==> src/rtl/irq_setclr_pkg.sv <==
// Package: shared constants for the set/clear interrupt controller.
// Assumes word addresses of 5 bits and six set/clear configuration words.
package irq_setclr_pkg;
    localparam int NUM_CFG  = 6;   // configuration words with set/clear access
    localparam int K_CODE0  = 0;
    localparam int K_CODE1  = 1;
    localparam int K_CODE2  = 2;
    localparam int K_ROUTE  = 3;
    localparam int K_MASK   = 4;
    localparam int K_WAKE   = 5;
    localparam int ADR_RISE = 18;  // rise latch, read / write-one-to-clear
    localparam int ADR_FALL = 19;  // fall latch, read / write-one-to-clear
    localparam int ADR_ST0  = 20;  // request-0 status
    localparam int ADR_ST1  = 21;  // request-1 status
    localparam int ADR_RAW  = 22;  // synchronized inputs

    // trigger codes {bit2,bit1,bit0}
    localparam logic [2:0] TRG_RISE = 3'b001;
    localparam logic [2:0] TRG_FALL = 3'b010;
    localparam logic [2:0] TRG_BOTH = 3'b011;
    localparam logic [2:0] TRG_HIGH = 3'b101;
    localparam logic [2:0] TRG_LOW  = 3'b110;
endpackage

==> src/rtl/irq_sync.sv <==
// Module: irq_sync
// Two-flop synchronizer for a vector of asynchronous inputs.
// Assumes every bit is an independent level; no bus coherence is implied.
module irq_sync #(
    parameter int W = 32
) (
    input  logic         clk,
    input  logic         rst_n,
    input  logic [W-1:0] d,
    output logic [W-1:0] q
);
    logic [W-1:0] meta;

    // Shift the inputs through two flop stages.
    always_ff @(posedge clk) begin
        if (!rst_n) begin
            meta <= '0;
            q    <= '0;
        end else begin
            meta <= d;
            q    <= meta;
        end
    end
endmodule

==> src/rtl/irq_setclr_reg.sv <==
// Module: irq_setclr_reg
// One configuration word changed only by write-one-to-set and
// write-one-to-clear strobes. Assumes both strobes never fire together
// (they come from distinct addresses).
module irq_setclr_reg #(
    parameter int W = 32
) (
    input  logic         clk,
    input  logic         rst_n,
    input  logic         set_we,
    input  logic         clr_we,
    input  logic [W-1:0] bits,
    output logic [W-1:0] q
);
    // Apply the set or clear pattern; zero bits are left untouched.
    always_ff @(posedge clk) begin
        if (!rst_n)
            q <= '0;
        else if (set_we)
            q <= q | bits;
        else if (clr_we)
            q <= q & ~bits;
    end
endmodule

==> src/rtl/irq_trigger.sv <==
// Module: irq_trigger
// Per-source edge detection, edge latches and trigger-code decode into a
// pending vector. Assumes lvl is already synchronized to clk. A new edge
// wins over a clear arriving in the same cycle.
module irq_trigger
    import irq_setclr_pkg::*;
#(
    parameter int W = 32
) (
    input  logic         clk,
    input  logic         rst_n,
    input  logic [W-1:0] lvl,
    input  logic [W-1:0] code0,
    input  logic [W-1:0] code1,
    input  logic [W-1:0] code2,
    input  logic [W-1:0] rise_clr,
    input  logic [W-1:0] fall_clr,
    output logic [W-1:0] rise_lat,
    output logic [W-1:0] fall_lat,
    output logic [W-1:0] pend
);
    logic [W-1:0] lvl_d;
    logic [W-1:0] rise_ev;
    logic [W-1:0] fall_ev;

    assign rise_ev = lvl & ~lvl_d;
    assign fall_ev = ~lvl & lvl_d;

    // Remember last level and accumulate edges until cleared.
    always_ff @(posedge clk) begin
        if (!rst_n) begin
            lvl_d    <= '0;
            rise_lat <= '0;
            fall_lat <= '0;
        end else begin
            lvl_d    <= lvl;
            rise_lat <= (rise_lat & ~rise_clr) | rise_ev;
            fall_lat <= (fall_lat & ~fall_clr) | fall_ev;
        end
    end

    for (genvar i = 0; i < W; i++) begin : g_src
        // Select the pending condition named by this source's code.
        always_comb begin
            case ({code2[i], code1[i], code0[i]})
                TRG_HIGH: pend[i] = lvl[i];
                TRG_LOW:  pend[i] = ~lvl[i];
                TRG_RISE: pend[i] = rise_lat[i];
                TRG_FALL: pend[i] = fall_lat[i];
                TRG_BOTH: pend[i] = rise_lat[i] | fall_lat[i];
                default:  pend[i] = 1'b0;
            endcase
        end
    end
endmodule

==> src/rtl/irq_setclr_ctrl.sv <==
// Module: irq_setclr_ctrl (top)
// Interrupt controller with set/clear configuration words, trigger decode,
// two routed request lines and a wakeup line. Assumes a single-cycle
// register bus: writes take effect at the clock edge, reads are
// combinational.
module irq_setclr_ctrl
    import irq_setclr_pkg::*;
#(
    parameter int N_SRC = 32,
    parameter int AW    = 5
) (
    input  logic             clk,
    input  logic             rst_n,
    input  logic [N_SRC-1:0] src_i,
    input  logic             wr_en,
    input  logic [AW-1:0]    wr_addr,
    input  logic [N_SRC-1:0] wr_data,
    input  logic [AW-1:0]    rd_addr,
    output logic [N_SRC-1:0] rd_data,
    output logic             req0_o,
    output logic             req1_o,
    output logic             wake_o
);
    logic [N_SRC-1:0] cfg_q [NUM_CFG];
    logic [N_SRC-1:0] lvl_s;
    logic [N_SRC-1:0] code0_q, code1_q, code2_q, route_q, mask_q, wake_q;
    logic [N_SRC-1:0] rise_lat, fall_lat, pend;
    logic [N_SRC-1:0] rise_clr, fall_clr;
    logic [N_SRC-1:0] stat0, stat1, wake_vec;

    irq_sync #(.W(N_SRC)) u_sync (
        .clk   (clk),
        .rst_n (rst_n),
        .d     (src_i),
        .q     (lvl_s)
    );

    for (genvar k = 0; k < NUM_CFG; k++) begin : g_cfg
        logic set_hit;
        logic clr_hit;
        assign set_hit = wr_en && (wr_addr == AW'(3 * k + 1));
        assign clr_hit = wr_en && (wr_addr == AW'(3 * k + 2));
        irq_setclr_reg #(.W(N_SRC)) u_reg (
            .clk    (clk),
            .rst_n  (rst_n),
            .set_we (set_hit),
            .clr_we (clr_hit),
            .bits   (wr_data),
            .q      (cfg_q[k])
        );
    end

    assign code0_q = cfg_q[K_CODE0];
    assign code1_q = cfg_q[K_CODE1];
    assign code2_q = cfg_q[K_CODE2];
    assign route_q = cfg_q[K_ROUTE];
    assign mask_q  = cfg_q[K_MASK];
    assign wake_q  = cfg_q[K_WAKE];

    assign rise_clr = (wr_en && wr_addr == AW'(ADR_RISE)) ? wr_data : '0;
    assign fall_clr = (wr_en && wr_addr == AW'(ADR_FALL)) ? wr_data : '0;

    irq_trigger #(.W(N_SRC)) u_trig (
        .clk      (clk),
        .rst_n    (rst_n),
        .lvl      (lvl_s),
        .code0    (code0_q),
        .code1    (code1_q),
        .code2    (code2_q),
        .rise_clr (rise_clr),
        .fall_clr (fall_clr),
        .rise_lat (rise_lat),
        .fall_lat (fall_lat),
        .pend     (pend)
    );

    assign stat0    = pend & mask_q & route_q;
    assign stat1    = pend & mask_q & ~route_q;
    assign wake_vec = pend & wake_q;

    // Register the three reduced outputs.
    always_ff @(posedge clk) begin
        if (!rst_n) begin
            req0_o <= 1'b0;
            req1_o <= 1'b0;
            wake_o <= 1'b0;
        end else begin
            req0_o <= |stat0;
            req1_o <= |stat1;
            wake_o <= |wake_vec;
        end
    end

    // Return the word selected by the read address.
    always_comb begin
        rd_data = '0;
        for (int k = 0; k < NUM_CFG; k++)
            if (rd_addr == AW'(3 * k))
                rd_data = cfg_q[k];
        if (rd_addr == AW'(ADR_RISE)) rd_data = rise_lat;
        if (rd_addr == AW'(ADR_FALL)) rd_data = fall_lat;
        if (rd_addr == AW'(ADR_ST0))  rd_data = stat0;
        if (rd_addr == AW'(ADR_ST1))  rd_data = stat1;
        if (rd_addr == AW'(ADR_RAW))  rd_data = lvl_s;
    end
endmodule

==> config.mk <==
export PLATFORM = sky130hd
export DESIGN_NAME = irq_setclr_ctrl
export DESIGN_NICKNAME = d
export VERILOG_FILES = /design/src/rtl/irq_setclr_pkg.sv /design/src/rtl/irq_sync.sv /design/src/rtl/irq_setclr_reg.sv /design/src/rtl/irq_trigger.sv /design/src/rtl/irq_setclr_ctrl.sv
export SDC_FILE = /design/constraint.sdc
export NUM_CORES = 1
export LEC_CHECK = 0
export ABC_CLOCK_PERIOD_IN_PS = 1800
export BUFFER_PORTS_ARGS = -buffer_cell sky130_fd_sc_hd__buf_2
export CAP_MARGIN = 10
export CORE_MARGIN = 10
export CORE_UTILIZATION = 40
export CTS_CLUSTER_SIZE = 28
export DETAILED_ROUTE_END_ITERATION = 8
export PLACE_DENSITY_LB_ADDON = 0.25
export SYNTH_ARGS = -nofsm -noshare
export SYNTH_HDL_FRONTEND = slang
export SYNTH_SLANG_ARGS = --single-unit
==> constraint.sdc <==
create_clock -name clk -period 1.8 [get_ports clk]
set_clock_uncertainty 0.2 [all_clocks]
set_input_delay 0.09 -clock clk [delete_from_list [all_inputs] [get_ports clk]]
set_output_delay 0.09 -clock clk [all_outputs]
set_load 0.02 [all_outputs]
; ---- Yosys cells after proc, flatten, opt, wreduce, memory -nomap -nowiden
; Index checks and enable logic that the tools add are counted.
[classes]
eq_ne = 184
muxes = 57
reduce_logical = 24
bitwise_logic = 92
[op_table]
columns = op, n
row1 = $mux W32, 25
row2 = $and A32 B32 Y32, 14
row3 = $or A32 B32 Y32, 8
row4 = $eq A3 B2 Y1 const B, 64
row5 = $eq A3 B3 Y1 const B, 64
row6 = $not A32 Y32, 6
row7 = $pmux W1 S5, 32
row8 = $eq A3 B1 Y1 const B, 32
row9 = $reduce_or A32 Y1, 3
row10 = $eq A5 B5 Y1 const B, 9
row11 = $eq A5 B4 Y1 const B, 8
row12 = $not A1 Y1, 32
row13 = $or A1 B1 Y1, 32
row14 = $eq A5 B3 Y1 const B, 4
row15 = $logic_and A1 B1 Y1, 14
row16 = $reduce_bool A2 Y1, 6
row17 = $eq A5 B2 Y1 const B, 2
row18 = $eq A5 B1 Y1 const B, 1
row19 = $logic_not A5 Y1, 1
[word_totals]
word_cells = 371
output_inout_bits = 35
ff_bits = 355
inputBits = 77

; ---- Logic depth before layout (Yosys ltp)
; Gate-level depths: netlist (run 1).
[depth]
ltp_word = 12
mapped_depth = 9
ltp_nobuf = 6

; ---- Hierarchy
; Synthesis (run 1) repeated with hierarchy kept, for this count alone.
[hier_totals]
hier_cells = 2283
hier_area_um2 = 19553.8
[by_module_without_submodules]
columns = module, area_each_um2, cells_each, seq_area_each_um2, n_inst
row1 = irq_setclr_reg, 1346.3, 141, 640.6, 6
row2 = irq_setclr_ctrl, 4869.7, 814, 60.1, 1
row3 = irq_trigger, 4814.6, 489, 1921.8, 1
row4 = irq_sync, 1791.7, 134, 1281.2, 1

; ---- Worst setup path before layout (run 1)
; Ideal clock, no wire load.
[synth_timing]
path_kind = input-to-output
startpoint = input rd_addr[2]
endpoint = output rd_data[30]
required_ps = 1510
n_path_buf = 2
path_slack_ps = -302
t_arrival_ps = 1812
cell_stages = 7
path_cell_list = buf_2 nor4_4 buf_4 a22oi_1 nand2_1 a2111oi_0 o41ai_1
[synth_via]
elab_chain_cells = 12
[synth_rtl]
columns = element, line
row1 = "start, declared", irq_setclr_ctrl.sv:18  ; input logic [AW-1:0] rd_addr,
row2 = $logic_not A5 Y1, irq_setclr_ctrl.sv:98  ; if (rd_addr == AW'(3 * k))
row3 = $mux W32 (6 in series), irq_setclr_ctrl.sv:98
row4 = $mux W32, irq_setclr_ctrl.sv:100  ; if (rd_addr == AW'(ADR_RISE)) rd_data = rise_lat;
row5 = $mux W32, irq_setclr_ctrl.sv:101  ; if (rd_addr == AW'(ADR_FALL)) rd_data = fall_lat;
row6 = $mux W32, irq_setclr_ctrl.sv:102  ; if (rd_addr == AW'(ADR_ST0)) rd_data = stat0;
row7 = $mux W32, irq_setclr_ctrl.sv:103  ; if (rd_addr == AW'(ADR_ST1)) rd_data = stat1;
row8 = $mux W32 *, irq_setclr_ctrl.sv:104  ; if (rd_addr == AW'(ADR_RAW)) rd_data = lvl_s;
row9 = "end, declared", irq_setclr_ctrl.sv:19  ; output logic [N_SRC-1:0] rd_data,
; Mark *: on every way between the ends. The rest lies on a longest branch, timed or not.

==> results.json, run 1 <==
{
  "clockRootBuffer": "clkbuf_16",
  "path_delay_family": "compound AO/OA/AOI/OAI gates",
  "whs_path_depth": 3,
  "seq_area_frac_synth": 0.4180,
  "wl_met1_mm": 29.98,
  "wl_per_cell_um": 22.92,
  "die_h_um": 226.2,
  "yosys_warnings": 0,
  "clock.fmax_mhz": 385.2,
  "p_leak_uw": 0.009498,
  "die_w_um": 226.2,
  "critPathRequiredTime_ps": 1510,
  "whs_ps": -28.34,
  "fin_setup_tns_ps": -16000,
  "final.min_clock_period_ps": 2596,
  "final_cell_mix": "396 x buf_4, 229 x dfxtp_1, 207 x nand2_1, 184 x nor2_1, 180 x a21oi_1",
  "critPathKind": "reg -> out",
  "async_flop_share": 0,
  "route.met2.wl_mm": 32.91,
  "syn_avg_cell_area_um2": 8.391,
  "seqPwrFrac": 0.436,
  "worstReg2RegStart": "u_trig.rise_lat[7]$_SDFF_PN0_",
  "grt_max_degree": 97,
  "drtIter0Drc": 2172,
  "vias": 18780,
  "cp.arrival_ps": 2310,
  "core_area_um2": 41950,
  "rrSetupSlack_ps": -390,
  "period_share": 1.442,
  "relSlewSlack": 0.5237,
  "final_common_cell": "buf_4",
  "grt_pass1_vias": 17899,
  "dpl-instance-area_um2": 21060,
  "synth_cell_types": 67,
  "drc": 0,
  "setup_viol": 35,
  "avgViaCountPerCell": 5.998,
  "nNetsFinal": 2636,
  "combPwrFrac": 0.105,
  "ctsHtreeMaxLevel": 2,
  "syn_to_final_growth_pct": 49.53,
  "netlist_area_um2": 17000,
  "antenna_found_initial": 0,
  "switching_share": 0.2527,
  "grt_overflow": 0,
  "cts_buffers": 42,
  "crit_chain": "a22oi_2 > o211ai_1 > nand3_2 > o21a_1 > a31oi_1 > a221o_1 > buf_6",
  "routed_wl_mm": 71.77,
  "rows": 75,
  "synthCells": 2026,
  "synth.top_cell.area_share": 0.4180,
  "cap_violations": 0,
  "grt_usage": 0.2680,
  "wl_met3_mm": 6.350,
  "synth-main-ff-cell": "dfxtp_1",
  "firstDrtPassIters": 6,
  "worstSkewPairLatency_ps": 590,
  "cell_internal_pwr_uw": 14020,
  "dp_hpwl_mm": 46.49,
  "failed_checks": "hold timing, setup timing",
  "final_area_um2": 25420,
  "min_from": "wr_addr[0]",
  "power_density_nw_per_um2": 738.0,
  "synth-seq-cells": 355,
  "synth-edff-count": 0,
  "ir_drop_mv": 0.6718,
  "layout_setup_ws_ps": -796.0,
  "cts.sink_count": 355,
  "p_switching_uw": 4741,
  "slowest_delay_ps": 370,
  "nFillCells": 3564,
  "placed_cells": 2877,
  "start_kind": "flip-flop",
  "portBuffers": 111,
  "r2r_cells": 8,
  "grt_pass1_wl_mm": 106.4,
  "design.die.area_um2": 51150,
  "drive_gt1_frac": 0.3600,
  "cp_slowest_cell": "dfxtp_4",
  "slew_violations": 0,
  "drtAntennaViolNets": 0,
  "fin_cells": 3131,
  "cts_tree": "done",
  "outcome": "complete, but fails checks",
  "path_max_fanout": 5,
  "rsz0062_at_grt": "true",
  "clockPowerShare": 0.459,
  "tightest_slew_ps": 714.5,
  "finalHoldViolCount": 6,
  "top_layer": "met4",
  "reg2reg_to": "wake_o$_SDFF_PN0_",
  "io_pins": 112,
  "synthTopCellsByArea": "dfxtp_1 42%, a22oi_1 8.0%, a21oi_1 5.7%",
  "syn_nets": 2103,
  "critPathCaptureType": "output pin",
  "cts_max_path_buffers": 3,
  "path_buf_inv": 1,
  "yosysTopAreaCell": "dfxtp_1",
  "hp-class": "in -> reg",
  "n_antenna_cell": 0,
  "gp_congestion": 0.9918,
  "path_clk_slew_ps": 60,
  "start_util": 0.4053
}
cells in the mapped netlist (all sizes together), types with 2 or more instances:
cell type and count:
a222oi 17, a221o 12, o211ai 32, buf 48
nor2b 71, nor3b 4, o221ai 15, o31ai 2
xnor2 8, a32oi 2, a311oi 96, o22ai 13
a31oi 14, o2111ai 9, nand4 20, nand4b 33
a22oi 182, nand2b 9, o21ai 63, a21oi 192
and3b 2, nand3b 16, mux2i 2, a31o 2
nand2 217, nor2 197, a211oi 3, or2 3
nor3 13, a22o 6, nand4bb 34, and3 19
a21o 4, o32ai 4, inv 9, nor4 9
and2 98, dfxtp 355, xor2 13, a221oi 9
nand3 35, clkbuf 124
tightest hold or removal path, delay by kind of cell:
| kind | cells | cell delay (ps) |
|---|---|---|
| AOI/OAI and AO/OA | 1 | 230 |
| buffers and inverters | 2 | 350 |
area by class of cell:
type / instances / area (um^2) / area share
clock buffers: 59 / 1196 / 0.04706
multi-input cells: 1490 / 10230 / 0.4025
repair buffers: 661 / 5748 / 0.2261
flip-flops and latches: 355 / 7335 / 0.2885
inverters: 9 / 41.29 / 0.001624
well taps: 539 / 674.4 / 0.02653
clock inverters: 18 / 193.9 / 0.007629
cell families (layout without fill, tap and decap cells):
| group | Yosys count | count (layout) | share of synthesized area |
|---|---|---|---|
| mux | 2 | 2 | 0.001178 |
| flops | 355 | 355 | 0.4180 |
| compound gates | 683 | 683 | 0.2791 |
| simple gates | 784 | 784 | 0.2465 |
| buf+inv | 181 | 747 | 0.04438 |
| xor+xnor | 21 | 21 | 0.01082 |
timing repair:
action	CTS	global route
hold endpoints to repair	354	0
setup buffers	90	19
pin swaps	126	114
cloned	2	1
setup endpoints to repair	35	36
gates resized for setup	303	128
hold buffers	100	0
power groups by stage:
stage               sequential (uW)  combinational [uW]  clock, uW
finish                         8180                1960       8610
global route                   8200                2090       9090
CTS                            8200                1910       8740
detailed placement             8350                1630          0
global placement               8350                1610          0
floorplan                      8330                 849          0
metrics by stage:
step           worst slack [ps]  utilization  hold slack (ps)  total power [uW]
2_1_floorplan            -12.64            -            11.71              9179
3_3_place_gp             -704.0       0.5021            92.83              9956
3_5_place_dp             -651.3       0.5021            98.86              9985
4_1_cts                  -761.5       0.5967            10.88             18850
5_1_grt                  -815.0       0.6060            61.60             19380
6_report                 -796.0       0.6060           -28.34             18760
how the worst max path moves through the flow:
stage | startpoint | slack (ps) | cells after the start | endpoint
after floorplan | rd_addr[2] | -10 | 7 | rd_data[23]
after global placement | u_sync.q[18]$_SDFF_PN0_ | -700 | 7 | wake_o$_SDFF_PN0_
after detailed placement | u_sync.q[18]$_SDFF_PN0_ | -650 | 7 | wake_o$_SDFF_PN0_
after CTS | flip-flop | -760 | 7 | rd_data[18]
after global routing | flip-flop | -810 | 7 | rd_data[18]
final | flip-flop | -800 | 7 | rd_data[18]
per-layer routing:
layer,GRT usage,vias up
li1,-,8671
met1,0.3485,9054
met2,0.4313,903
met3,0.05020,152
met4,0.1043,0
met5,0,-
Power figures use the tool's default switching activity.
==> inputs of run 2 (changes only) <==
--- a/config.mk
+++ b/config.mk
@@ -13,6 +13,7 @@
 export CTS_CLUSTER_SIZE = 28
 export DETAILED_ROUTE_END_ITERATION = 8
 export PLACE_DENSITY_LB_ADDON = 0.25
+export SETUP_SLACK_MARGIN = 0.15
 export SYNTH_ARGS = -nofsm -noshare
 export SYNTH_HDL_FRONTEND = slang
 export SYNTH_SLANG_ARGS = --single-unit
==> results.json, run 2 (synthesized netlist as in run 1, its figures left out) <==
{
  "ctsHtreeMaxLevel": 2,
  "whs_endpoint": "u_trig.fall_lat[1]$_SDFF_PN0_",
  "met3_usage": 0.05254,
  "hp-class": "in -> reg",
  "core_area_um2": 41950,
  "slew_violations": 0,
  "setup_viol": 35,
  "cp.arrival_ps": 2330,
  "regArea_um2": 7311,
  "syn_to_final_growth_pct": 53.65,
  "cts.sink_count": 355,
  "routed_wl_mm": 75.84,
  "die_w_um": 226.2,
  "start_kind": "flip-flop",
  "clock.fmax_mhz": 381.3,
  "avgViaCountPerCell": 6.118,
  "cts_buffers": 40,
  "nFillCells": 3462,
  "power_uw": 18670,
  "cp_slowest_cell": "dfxtp_4",
  "power_density_nw_per_um2": 714.7,
  "wl_per_cell_um": 23.71,
  "fin_setup_tns_ps": -17020,
  "use_met1": 0.3447,
  "grt_overflow": 0,
  "relSlewSlack": 0.5881,
  "outcome": "complete, but fails checks",
  "r2r_cells": 12,
  "drtIter0Drc": 2383,
  "firstDrtPassIters": 8,
  "cts_max_path_buffers": 3,
  "grt.busiest_layer": "met2",
  "min_from": "wr_addr[1]",
  "grt_max_degree": 97,
  "rsz0062_at_grt": "true",
  "path_clk_slew_ps": 60,
  "path_buf_inv": 1,
  "path_delay_family": "compound AO/OA/AOI/OAI gates",
  "reg2reg_to": "req0_o$_SDFF_PN0_",
  "grt_usage": 0.2705,
  "ir_drop_mv": 0.6526,
  "rows": 75,
  "failed_checks": "setup timing",
  "clockRootBuffer": "clkbuf_16",
  "cap_violations": 0,
  "dp_hpwl_mm": 47.94,
  "fin_cells": 3198,
  "final_common_cell": "buf_4",
  "drive_gt1_frac": 0.3729,
  "critPathKind": "reg -> out",
  "drc": 0,
  "grt_pass1_wl_mm": 107.8,
  "multiInputGateArea_um2": 10260,
  "gp_congestion": 1.023,
  "whs_path_depth": 7,
  "final.min_clock_period_ps": 2623,
  "slowest_delay_ps": 370,
  "cts_tree": "done",
  "use_met2": 0.4359,
  "nNetsFinal": 2704,
  "p_leak_uw": 0.009918,
  "grt_pass1_vias": 18219,
  "antenna_found_initial": 3,
  "rrSetupSlack_ps": -560,
  "layout_setup_ws_ps": -822.8,
  "start_util": 0.4053,
  "drtAntennaViolNets": 0,
  "vias": 19566,
  "path_max_fanout": 5,
  "tightest_slew_ps": 617.8,
  "crit_chain": "a22oi_2 > o211ai_1 > nand3_1 > o21a_1 > a31oi_1 > a221o_1 > buf_6",
  "portBuffers": 111,
  "post-place-ws_ps": -769.9,
  "period_share": 1.457,
  "finalHoldViolCount": 0,
  "die_h_um": 226.2,
  "worstReg2RegStart": "u_trig.rise_lat[28]$_SDFF_PN0_",
  "final_cell_mix": "440 x buf_4, 238 x dfxtp_1, 208 x nand2_1, 183 x nor2_1, 181 x a21oi_1",
  "critPathRequiredTime_ps": 1510,
  "design.die.area_um2": 51150,
  "worstSkewPairLatency_ps": 580,
  "placed_cells": 2904,
  "critPathCaptureType": "output pin",
  "io_pins": 112
}
[run 2: worst max path at each step]
stage,startpoint,to,depth (start not counted)
final,flip-flop,rd_data[18],7
after detailed placement,flip-flop,wake_o$_SDFF_PN0_,7
after CTS,flip-flop,rd_data[18],7
after global routing,flip-flop,rd_data[18],7
after global placement,flip-flop,wake_o$_SDFF_PN0_,7
after floorplan,rd_addr[2],rd_data[23],7
[run 2: final cells by class]
class / instances / area share
multi-input combinational: 1491 / 0.3929
sequential: 355 / 0.2799
timing repair buffer: 730 / 0.2485
clock buffer: 58 / 0.04632
tap: 539 / 0.02582
clock inverter: 12 / 0.004646
inverter: 9 / 0.001581
antenna: 4 / 0.0003832
[run 2: what timing repair did]
| action | 4_1_cts | 5_1_grt |
|---|---|---|
| hold buffers | 99 | 0 |
| hold endpoints to repair | 354 | 0 |
| cloned | 0 | 9 |
| endpoints found under the setup margin | 35 | 130 |
| pin swaps | 109 | 110 |
| resized for setup | 263 | 138 |
| setup buffers | 84 | 28 |
[run 2: routing by layer]
layer  wire length, um  up-vias
li1                  -     8807
met1             29560     9389
met2             33950     1117
met3              8375      251
met4              3929        2
met5                17        -
[run 2: where the power goes]
group / switching (uW) / internal, uW / leakage, uW
clock: 3470 / 4950 / 0.000667
sequential: 149 / 8030 / 0.00295
combinational: 1120 / 957 / 0.00630
[run 2: stage by stage]
| step | util | instance area (um^2) | hold WS [ps] |
|---|---|---|---|
| 2_1_floorplan | - | 17520 | 11.71 |
| 3_3_place_gp | 0.5144 | 21580 | 94.01 |
| 3_5_place_dp | 0.5144 | 21580 | 98.12 |
| 4_1_cts | 0.6028 | 25280 | 0.2350 |
| 5_1_grt | 0.6226 | 26110 | 67.02 |
| 6_report | 0.6227 | 26120 | 14.23 |
[run 2: worst min-delay path, stage by stage]
cell     delay, ps
buf_2          120
nand2_1         80
nor3_2          50
buf_12         190
nand2_1        100
a21oi_1         60
nor2_1          70
